**src/rtl/sltx_pkg.sv**
```systemverilog
package sltx_pkg;

   typedef enum logic [1:0] {
      LM_PLAIN  = 2'd0,
      LM_INTCLK = 2'd1,
      LM_EXTCLK = 2'd2,
      LM_MANCH  = 2'd3
   } line_mode_e;

   // Manchester overrides the NRZ timing selection; code 3 falls back to plain
   function automatic line_mode_e resolve_mode(input logic manch, input logic [1:0] sel);
      line_mode_e m;
      if (manch)            m = LM_MANCH;
      else if (sel == 2'd1) m = LM_INTCLK;
      else if (sel == 2'd2) m = LM_EXTCLK;
      else                  m = LM_PLAIN;
      return m;
   endfunction

endpackage

```
**src/rtl/sltx_sync.sv**
```systemverilog
module sltx_sync #(
   parameter int STAGES = 2
) (
   input  logic clk,
   input  logic rst_n,
   input  logic async_in,
   output logic fall_seen
);
   localparam int LAST = STAGES - 1;

   if (STAGES < 2) begin : g_bad_stages
      $error("sltx_sync: STAGES must be at least 2");
   end

   logic [LAST:0] chain;
   logic          held;

   always_ff @(posedge clk) begin
      if (!rst_n) begin
         chain <= '0;
         held  <= 1'b0;
      end else begin
         chain[0] <= async_in;
         held     <= chain[LAST];
         for (int i = 1; i < STAGES; i++) chain[i] <= chain[i-1];
      end
   end

   assign fall_seen = held & ~chain[LAST];

   assert_fall_single_R7: assert property (@(posedge clk) disable iff (!rst_n)
      fall_seen |=> !fall_seen);

endmodule

```
**src/rtl/sltx_timer.sv**
```systemverilog
module sltx_timer (
   input  logic clk,
   input  logic rst_n,
   input  logic rate_tick,
   input  logic use_ext,
   input  logic ext_fall,
   output logic phase,
   output logic boundary
);
   always_ff @(posedge clk) begin
      if (!rst_n)                    phase <= 1'b0;
      else if (!use_ext && rate_tick) phase <= ~phase;
   end

   assign boundary = use_ext ? ext_fall : (rate_tick & phase);

   assert_ext_phase_hold_R7: assert property (@(posedge clk) disable iff (!rst_n)
      (use_ext && $past(use_ext)) |-> $stable(phase));

endmodule

```
**src/rtl/sltx_holder.sv**
```systemverilog
module sltx_holder (
   input  logic clk,
   input  logic rst_n,
   input  logic take,
   input  logic in_valid,
   input  logic in_bit,
   output logic cur_vld,
   output logic cur_bit
);
   always_ff @(posedge clk) begin
      if (!rst_n) begin
         cur_vld <= 1'b0;
         cur_bit <= 1'b1;
      end else if (take) begin
         cur_vld <= in_valid;
         if (in_valid) cur_bit <= in_bit;
      end
   end

   assert_hold_between_R9: assert property (@(posedge clk) disable iff (!rst_n)
      !take |=> ($stable(cur_vld) && $stable(cur_bit)));

endmodule

```
**src/rtl/sltx_encoder.sv**
```systemverilog
module sltx_encoder
   import sltx_pkg::*;
#(
   parameter bit HAS_CLK_OUT = 1'b1
) (
   input  line_mode_e mode,
   input  logic       phase,
   input  logic       cur_vld,
   input  logic       cur_bit,
   input  logic       sync_sel,
   input  logic       uart_line,
   output logic       line_out,
   output logic       bclk_out
);
   logic sync_lvl;

   always_comb begin
      if (!cur_vld)              sync_lvl = 1'b1;
      else if (mode == LM_MANCH) sync_lvl = phase ? cur_bit : ~cur_bit;
      else                       sync_lvl = cur_bit;
      line_out = sync_sel ? sync_lvl : uart_line;
   end

   if (HAS_CLK_OUT) begin : g_clk_out
      assign bclk_out = sync_sel & (mode == LM_INTCLK) & phase;
   end else begin : g_no_clk_out
      assign bclk_out = 1'b0;
   end

endmodule

```
**src/rtl/sltx_top.sv**
```systemverilog
module sltx_top
   import sltx_pkg::*;
#(
   parameter int SYNC_STAGES = 2,
   parameter bit HAS_CLK_OUT = 1'b1
) (
   input  logic       clk,
   input  logic       rst_n,
   input  logic       sync_sel,
   input  logic       tx_manch,
   input  logic [1:0] nrz_clk_sel,
   input  logic       rate_tick,
   input  logic       ext_bclk,
   input  logic       bit_valid,
   input  logic       bit_data,
   output logic       bit_ready,
   input  logic       uart_line,
   output logic       line_out,
   output logic       bclk_out
);
   line_mode_e mode;
   logic ext_fall, phase, boundary, cur_vld, cur_bit;

   assign mode = resolve_mode(tx_manch, nrz_clk_sel);

   sltx_sync #(.STAGES(SYNC_STAGES)) u_sync (
      .clk(clk), .rst_n(rst_n), .async_in(ext_bclk), .fall_seen(ext_fall));

   sltx_timer u_timer (
      .clk(clk), .rst_n(rst_n), .rate_tick(rate_tick),
      .use_ext(mode == LM_EXTCLK), .ext_fall(ext_fall),
      .phase(phase), .boundary(boundary));

   assign bit_ready = boundary & sync_sel;

   sltx_holder u_holder (
      .clk(clk), .rst_n(rst_n), .take(bit_ready), .in_valid(bit_valid),
      .in_bit(bit_data), .cur_vld(cur_vld), .cur_bit(cur_bit));

   sltx_encoder #(.HAS_CLK_OUT(HAS_CLK_OUT)) u_enc (
      .mode(mode), .phase(phase), .cur_vld(cur_vld), .cur_bit(cur_bit),
      .sync_sel(sync_sel), .uart_line(uart_line),
      .line_out(line_out), .bclk_out(bclk_out));

   assert_async_pass_R2: assert property (@(posedge clk) disable iff (!rst_n)
      !sync_sel |-> (line_out == uart_line && !bit_ready && !bclk_out));

   assert_ready_pulse_R9: assert property (@(posedge clk) disable iff (!rst_n)
      bit_ready |=> (!bit_ready || mode != $past(mode)));

   assert_manch_mid_R4: assert property (@(posedge clk) disable iff (!rst_n)
      (sync_sel && mode == LM_MANCH && cur_vld && !phase && rate_tick)
      |=> (line_out != $past(line_out) || mode != $past(mode) || !sync_sel));

   assert_idle_high_R8: assert property (@(posedge clk) disable iff (!rst_n)
      (sync_sel && !cur_vld) |-> line_out);

   assert_clk_rise_stable_R6: assert property (@(posedge clk) disable iff (!rst_n)
      (mode == LM_INTCLK && $past(mode) == LM_INTCLK && sync_sel && $past(sync_sel)
       && $rose(bclk_out)) |-> $stable(line_out));

endmodule

```
**config.mk**
```make
export PLATFORM = sky130hd
export DESIGN_NAME = sltx_top
export DESIGN_NICKNAME = d
export VERILOG_FILES = /design/src/rtl/sltx_pkg.sv /design/src/rtl/sltx_sync.sv /design/src/rtl/sltx_timer.sv /design/src/rtl/sltx_holder.sv /design/src/rtl/sltx_encoder.sv /design/src/rtl/sltx_top.sv
export SDC_FILE = /design/constraint.sdc
export NUM_CORES = 1
export LEC_CHECK = 0
export BUFFER_PORTS_ARGS = -buffer_cell sky130_fd_sc_hd__buf_2
export CAP_MARGIN = 15
export CORE_AREA = 2 2 39 41
export CTS_CLUSTER_SIZE = 30
export DETAILED_ROUTE_END_ITERATION = 8
export DIE_AREA = 0 0 41 43
export PLACE_DENSITY_LB_ADDON = 0.12
export SLEW_MARGIN = 30
export SYNTH_ARGS = -nofsm -noshare
export SYNTH_HDL_FRONTEND = slang
export SYNTH_HIERARCHICAL = 1
export SYNTH_SLANG_ARGS = --single-unit
export TNS_END_PERCENT = 50
```
**constraint.sdc**
```tcl
create_clock -name clk -period 2.1 [get_ports clk]
set_input_delay 0.21 -clock clk [delete_from_list [all_inputs] [get_ports clk]]
set_output_delay 0.21 -clock clk [all_outputs]
set_load 0.005 [all_outputs]
```
==> results of run 1 <==
## cells by family (layout without fill, tap and decap cells)
logic type             count (synthesis)  in the layout
AO/OA/AOI/OAI                          6              6
buffers and inverters                  1             17
flip-flops                             6              6
AND/OR/NAND/NOR                       18             18
XOR/XNOR                               1              1
multiplexers                           1              1
## layout by cell type (no fill, tap or decap)
cell        n
buf_2      13
dfxtp_1     6
and2_1      3
clkbuf_4    3
nand2_1     3
nand2b_1    2
nor2_1      2
nor2b_1     2
inv_2       1
a21o_1      1
and4b_2     1
nand3b_1    1
xor2_1      1
a31oi_1     1
mux2i_1     1
and3b_1     1
a21oi_1     1
o21ai_2     1
and2b_2     1
and2_2      1
o21ai_0     1
nand4bb_1   1
o21ai_1     1
## stage by stage
stage	cell area [µm²]	total power [W]	cells	utilization [%]	setup slack (ns)
global placement	382.9	0.0001573	62	27.67	0.7482
finish	405.4	0.0002580	65	29.29	0.6726
floorplan	297.8	0.0001410	33	-	0.9309
CTS	405.4	0.0002636	65	29.29	0.6472
detailed placement	382.9	0.0001583	62	27.67	0.7204
global route	405.4	0.0002771	65	29.29	0.5874
## worst max path at each step
stage / from / end / slack, ns / cells past startpoint
2_1_floorplan: nrz_clk_sel[0] / u_holder/cur_bit / 0.93 / 7
3_3_place_gp: nrz_clk_sel[0] / u_holder/cur_vld / 0.75 / 8
3_5_place_dp: nrz_clk_sel[0] / u_holder/cur_bit / 0.72 / 8
4_1_cts: u_sync/chain[1] / bit_ready / 0.65 / 5
5_1_grt: u_timer/phase / line_out / 0.59 / 4
6_report: u_sync/chain[1] / bit_ready / 0.67 / 5
## flip-flops by register name, indices dropped and copies added, names as in the netlist
| name | count |
|---|---|
| u_holder/cur_vld | 1 |
| u_sync/chain | 2 |
| u_holder/cur_bit | 1 |
| u_sync/held | 1 |
| u_timer/phase | 1 |
## routing by layer
metal	part of all wire, %	vias to the layer above
li1	-	144
met1	45	111
met5	0	-
met2	45	11
met4	0	0
met3	9.4	0
## worst max-delay path: stages (launching register included)
cell and delay [ns]:
dfxtp_1 0.31, and2b_2 0.21, nand2_1 0.05, o21ai_0 0.07, and2_1 0.20, buf_2 0.14
## cell type report
| cell class | count | share of cell area [%] |
|---|---|---|
| Timing Repair Buffer | 13 | 16.05 |
| Multi-Input combinational cell | 26 | 42.90 |
| Clock buffer | 3 | 5.556 |
| Inverter | 1 | 0.9259 |
| Sequential cell | 6 | 29.63 |
| Tap cell | 16 | 4.938 |
## power by group
part	switching (W)	total, W	internal (W)
logic	0.0000147	0.0000339	0.0000192
registers	0.00000268	0.000122	0.000119
clock network	0.0000378	0.000102	0.0000644
total	0.0000552	0.000258	0.000203
==> impl_metrics.tcl, run 1 <==
set metrics [dict create \
    status "finished clean" \
    synth_compound_area_share_pct 12.61 \
    regArea_um2 120.1 \
    rows 14 \
    cp.required_ns 1.89 \
    period_share_pct 67.97 \
    synth.top_cells.by_count "dfxtp_1 (6), and2_1 (3), nand2_1 (3)" \
    syn_area_um2 297.8 \
    async_flop_share_pct 0 \
    via_per_inst 4.092 \
    grt_util_met2_pct 11.25 \
    finalCriticalPeriod_ns 1.427 \
    leakage_nw 0.1893 \
    diodes 0 \
    firstDrtPassIters 1 \
    seq_area_frac_synth_pct 40.34 \
    cts_tree "done" \
    r2r_slack_ns 0.87 \
    powerDensity_mw_per_mm2 636.4 \
    dieArea_mm2 0.001763 \
    max_freq_ghz 0.7006 \
    grt_max_degree 8 \
    synth_cell_types 21 \
    cts_buffers 3 \
    cts_resized 0 \
    grt.overflow.total 0 \
    worstHoldPathCells 2 \
    grtUsageMet1_pct 7.869 \
    synth_top_family_by_area "simple AND/OR/NAND/NOR gates" \
    drive_above_1_share_pct 42.86 \
    worstPathArrival_ns 1.22 \
    setup_tns_ns 0 \
    synth-xor-area-share_pct 2.941 \
    synth_edf_count 0 \
    htreeDepth 1 \
    syn_nets 44 \
    r2r-start "u_sync/chain[1]" \
    antenna_left 0 \
    critPathKind "flip-flop to primary output" \
    grtUsageTotal_pct 7.879 \
    synth.avg_cell_area_um2 9.024 \
    synth-simple-area-share_pct 39.50 \
    finalWirelength_um 554 \
    cp-end-kind "primary output" \
    yosysMostFrequentCell "dfxtp_1" \
    tightest_slew_ns 0.1969 \
    holdPathEnd "u_sync/chain[0]" \
    synthAdderAreaFrac_pct 0 \
    rsz0062_at_grt "no" \
    r2r-end "u_holder/cur_bit" \
    synthMuxAreaShare_pct 3.361 \
    vias 266 \
    report.final.slew_viol_count 0 \
    clk_latency_ns 0.24 \
    nets 62 \
    slew-limit-headroom_pct 86.83 \
    ys_dominant_reg_cell "dfxtp_1" \
    cts-root-buf "clkbuf_4" \
    hp-start "ext_bclk" \
    post_cts_buffers 0 \
    cts.clk_slew.worst_paths_ns 0.04 \
    io_buffers 13 \
    grt_busiest_layer "met2" \
    clk_path_buf_depth 2 \
    synth.largest_area_cell "dfxtp_1" \
    drcViolationCount 0 \
    ys_seq_elements 6 \
    skew_ns 0.001799 \
    reg2regPathDepth 6 \
    synth_area_leaders "dfxtp_1 (40%), and2_1 (6.3%), nand2b_1 (4.2%)" \
    cts_hold_buf 0 \
    setup-violations-final 0 \
    grt_antenna_before_repair 0 \
    hold_slack_ns 0.1823 \
    grt_use_met3_pct 6.283 \
    multi_input_area_um2 173.9 \
    area_growth_pct 36.13 \
    grt_pass1_vias 252 \
    maxCapViolations 0 \
    synthCells 33 \
    clock_sinks 6 \
    die_h_um 43 \
    ios 14 \
    yosysWarnings 6 \
    hpwl_um 457.3 \
    peakVddDrop_mv 0.4496 \
    core_mm2 0.001384 \
    synth_top_area_share_pct 40.34 \
    first_iter_violations 0 \
    start_kind "flip-flop" \
    cp_max_fo 4 \
    finalHoldViolations 0 \
    finalWeightedCongestion 0.6042 \
    fillers 155 \
    initial_core_util_pct 21.52 \
    die_x_um 41 \
    grt_pass1_wl_um 897 \
    hold_path_class "input pin to flip-flop" \
    wl_per_cell_um 8.523 \
]
Power figures use the tool's default switching activity.
==> inputs of run 2 (changes only) <==
==> constraint.sdc (replaced) <==
create_clock -name clk -period 1.2 [get_ports clk]
set_input_delay 0.12 -clock clk [delete_from_list [all_inputs] [get_ports clk]]
set_output_delay 0.12 -clock clk [all_outputs]
set_load 0.005 [all_outputs]
==> run 2 against run 1 <==
First-iteration DRC count did not move. Core utilization grew 2.3 points. Setup slack worse by 0.74 ns. Global-route usage increased by 0.88 points. Sequential cell count stayed put. Sequential share of layout area is 1.5 points lower. The run now ends with setup timing left. Routed wire length is 13% higher. Cell count up 4.6%. Non-clock buffer count increased by 3. Critical path type unchanged. Clock skew up 0.0019 ns.
==> impl_metrics.tcl, run 2 (synthesis results as in run 1) <==
set metrics [dict create \
    status "finished with violations" \
    violations "setup timing" \
    core_mm2 0.001384 \
    clock_sinks 6 \
    r2r-end "u_holder/cur_vld" \
    critPathKind "flip-flop to primary output" \
    instances_no_fill 68 \
    tightest_slew_ns 0.1853 \
    grt_max_degree 8 \
    vias 282 \
    grt.overflow.total 0 \
    drcViolationCount 0 \
    reg2regPathDepth 7 \
    crit_buf_inv 1 \
    wl_per_cell_um 9.176 \
    cts_tree "done" \
    max_freq_ghz 0.7906 \
    cts_buffers 3 \
    antenna_left 0 \
    setup_ws_ns -0.06485 \
    met3_wirelength_um 50 \
    initial_core_util_pct 21.52 \
    cts_hold_buf 0 \
    start_kind "flip-flop" \
    slowest_delay_ns 0.31 \
    hold_path_class "input pin to flip-flop" \
    crit_path_cell_trace "and2b_2 > nand2_1 > o21ai_1 > and2_4 > buf_2" \
    io_buffers 13 \
    holdPathEnd "u_sync/chain[0]" \
    ios 14 \
    maxCapViolations 0 \
    cp.required_ns 1.08 \
    htreeDepth 1 \
    area_growth_pct 46.64 \
    hp-start "ext_bclk" \
    final_cell_mix "buf_2 (13), dfxtp_1 (4), clkbuf_4 (3), nand2_1 (3)" \
    highest_layer "met3" \
    power_w 0.0004645 \
    leakage_nw 0.2084 \
    report.final.slew_viol_count 0 \
    diodes 0 \
    cts-root-buf "clkbuf_4" \
    clk_latency_ns 0.24 \
    die_x_um 41 \
    grt_pass1_wl_um 1021 \
    firstDrtPassIters 1 \
    grtUsageTotal_pct 8.761 \
    wl_met2_um 302 \
    dieArea_mm2 0.001763 \
    r2r_slack_ns -0.02 \
    grt_antenna_before_repair 0 \
    cp-end-kind "primary output" \
    finalHoldViolations 0 \
    powerDensity_mw_per_mm2 1064 \
    first_iter_violations 0 \
    cts.clk_slew.worst_paths_ns 0.04 \
    die_h_um 43 \
    rsz0062_at_grt "yes" \
    top_register "u_sync/chain" \
    via_per_inst 4.147 \
    final_common_cell "buf_2" \
    drive_above_1_share_pct 51.92 \
    nets 65 \
    finalCriticalPeriod_ns 1.265 \
    grt_pass1_vias 288 \
    finalWeightedCongestion 0.5622 \
    period_share_pct 105.4 \
    rows 14 \
    worstHoldPathCells 2 \
    worstPathArrival_ns 1.14 \
    r2r-start "u_sync/chain[1]" \
    skew_ns 0.003691 \
    slew-limit-headroom_pct 87.60 \
    slowest_stage "dfxtp_2" \
    cp_top_family "simple AND/OR/NAND/NOR gates" \
    clk_path_buf_depth 2 \
    largest_reg_flops 2 \
    met1_length_um 270 \
    peakVddDrop_mv 0.8249 \
    cp_max_fo 4 \
    setup-violations-final 3 \
    finalWirelength_um 624 \
    dp.cells 63 \
    hpwl_um 504.1 \
]
run 2: cell types whose count changed in the layout (fill, tap and decap cells not counted):
cell     change
and2_1       -1
buf_4        +2
dfxtp_2      +2
o21ai_1      +1
and2_4       +1
dfxtp_1      -2
buf_6        +1
o21ai_0      -1
run 2: cell type report:
class                      count  area [µm²]
fill                         158       947.2
multi-input combinational     26       176.4
inverter                       1       3.754
clock buffer                   3       22.52
timing repair buffer          16       91.34
tap                           16       20.02
sequential                     6       122.6
run 2: how the worst max path moves through the flow:
stage,startpoint,to,slack (ns),cells past startpoint
after global placement,nrz_clk_sel[0],u_holder/cur_vld,-0.05,8
final,u_sync/chain[1],bit_ready,-0.06,5
after floorplan,u_sync/chain[1],u_holder/cur_bit,0.04,6
after CTS,u_timer/phase,line_out,-0.06,4
after global routing,u_timer/phase,line_out,-0.14,4
after detailed placement,nrz_clk_sel[0],u_holder/cur_bit,-0.07,8
run 2: layer usage:
| metal | up-vias | track usage, % |
|---|---|---|
| met4 | 0 | 2.000 |
| li1 | 151 | - |
| met1 | 122 | 7.792 |
| met3 | 0 | 6.283 |
| met2 | 9 | 15.00 |
| met5 | - | 0 |
run 2: repair_timing:
item / CTS / global route
setup endpoints to repair: 3 / 4
resized for setup: 4 / 1
buffers inserted: 2 / 0
pin swaps: 2 / 2
run 2: metrics by stage:
step / setup TNS, ns / util, % / hold slack (ns) / setup slack [ns] / cell area [µm²]
floorplan: 0 / - / 0.1792 / 0.03951 / 297.8
global placement: -0.1071 / 28.21 / 0.3346 / -0.05484 / 390.4
detailed placement: -0.1252 / 28.21 / 0.3441 / -0.06570 / 390.4
CTS: -0.1536 / 31.28 / 0.09761 / -0.06213 / 432.9
global route: -0.4174 / 31.56 / 0.08959 / -0.1392 / 436.7
finish: -0.1293 / 31.56 / 0.1020 / -0.06485 / 436.7
run 2: power breakdown:
group	leakage [nW]	switching, W	internal [W]
Combinational	0.145	0.0000292	0.0000418
Clock	0.0138	0.0000672	0.000113
Sequential	0.0499	0.00000405	0.000209
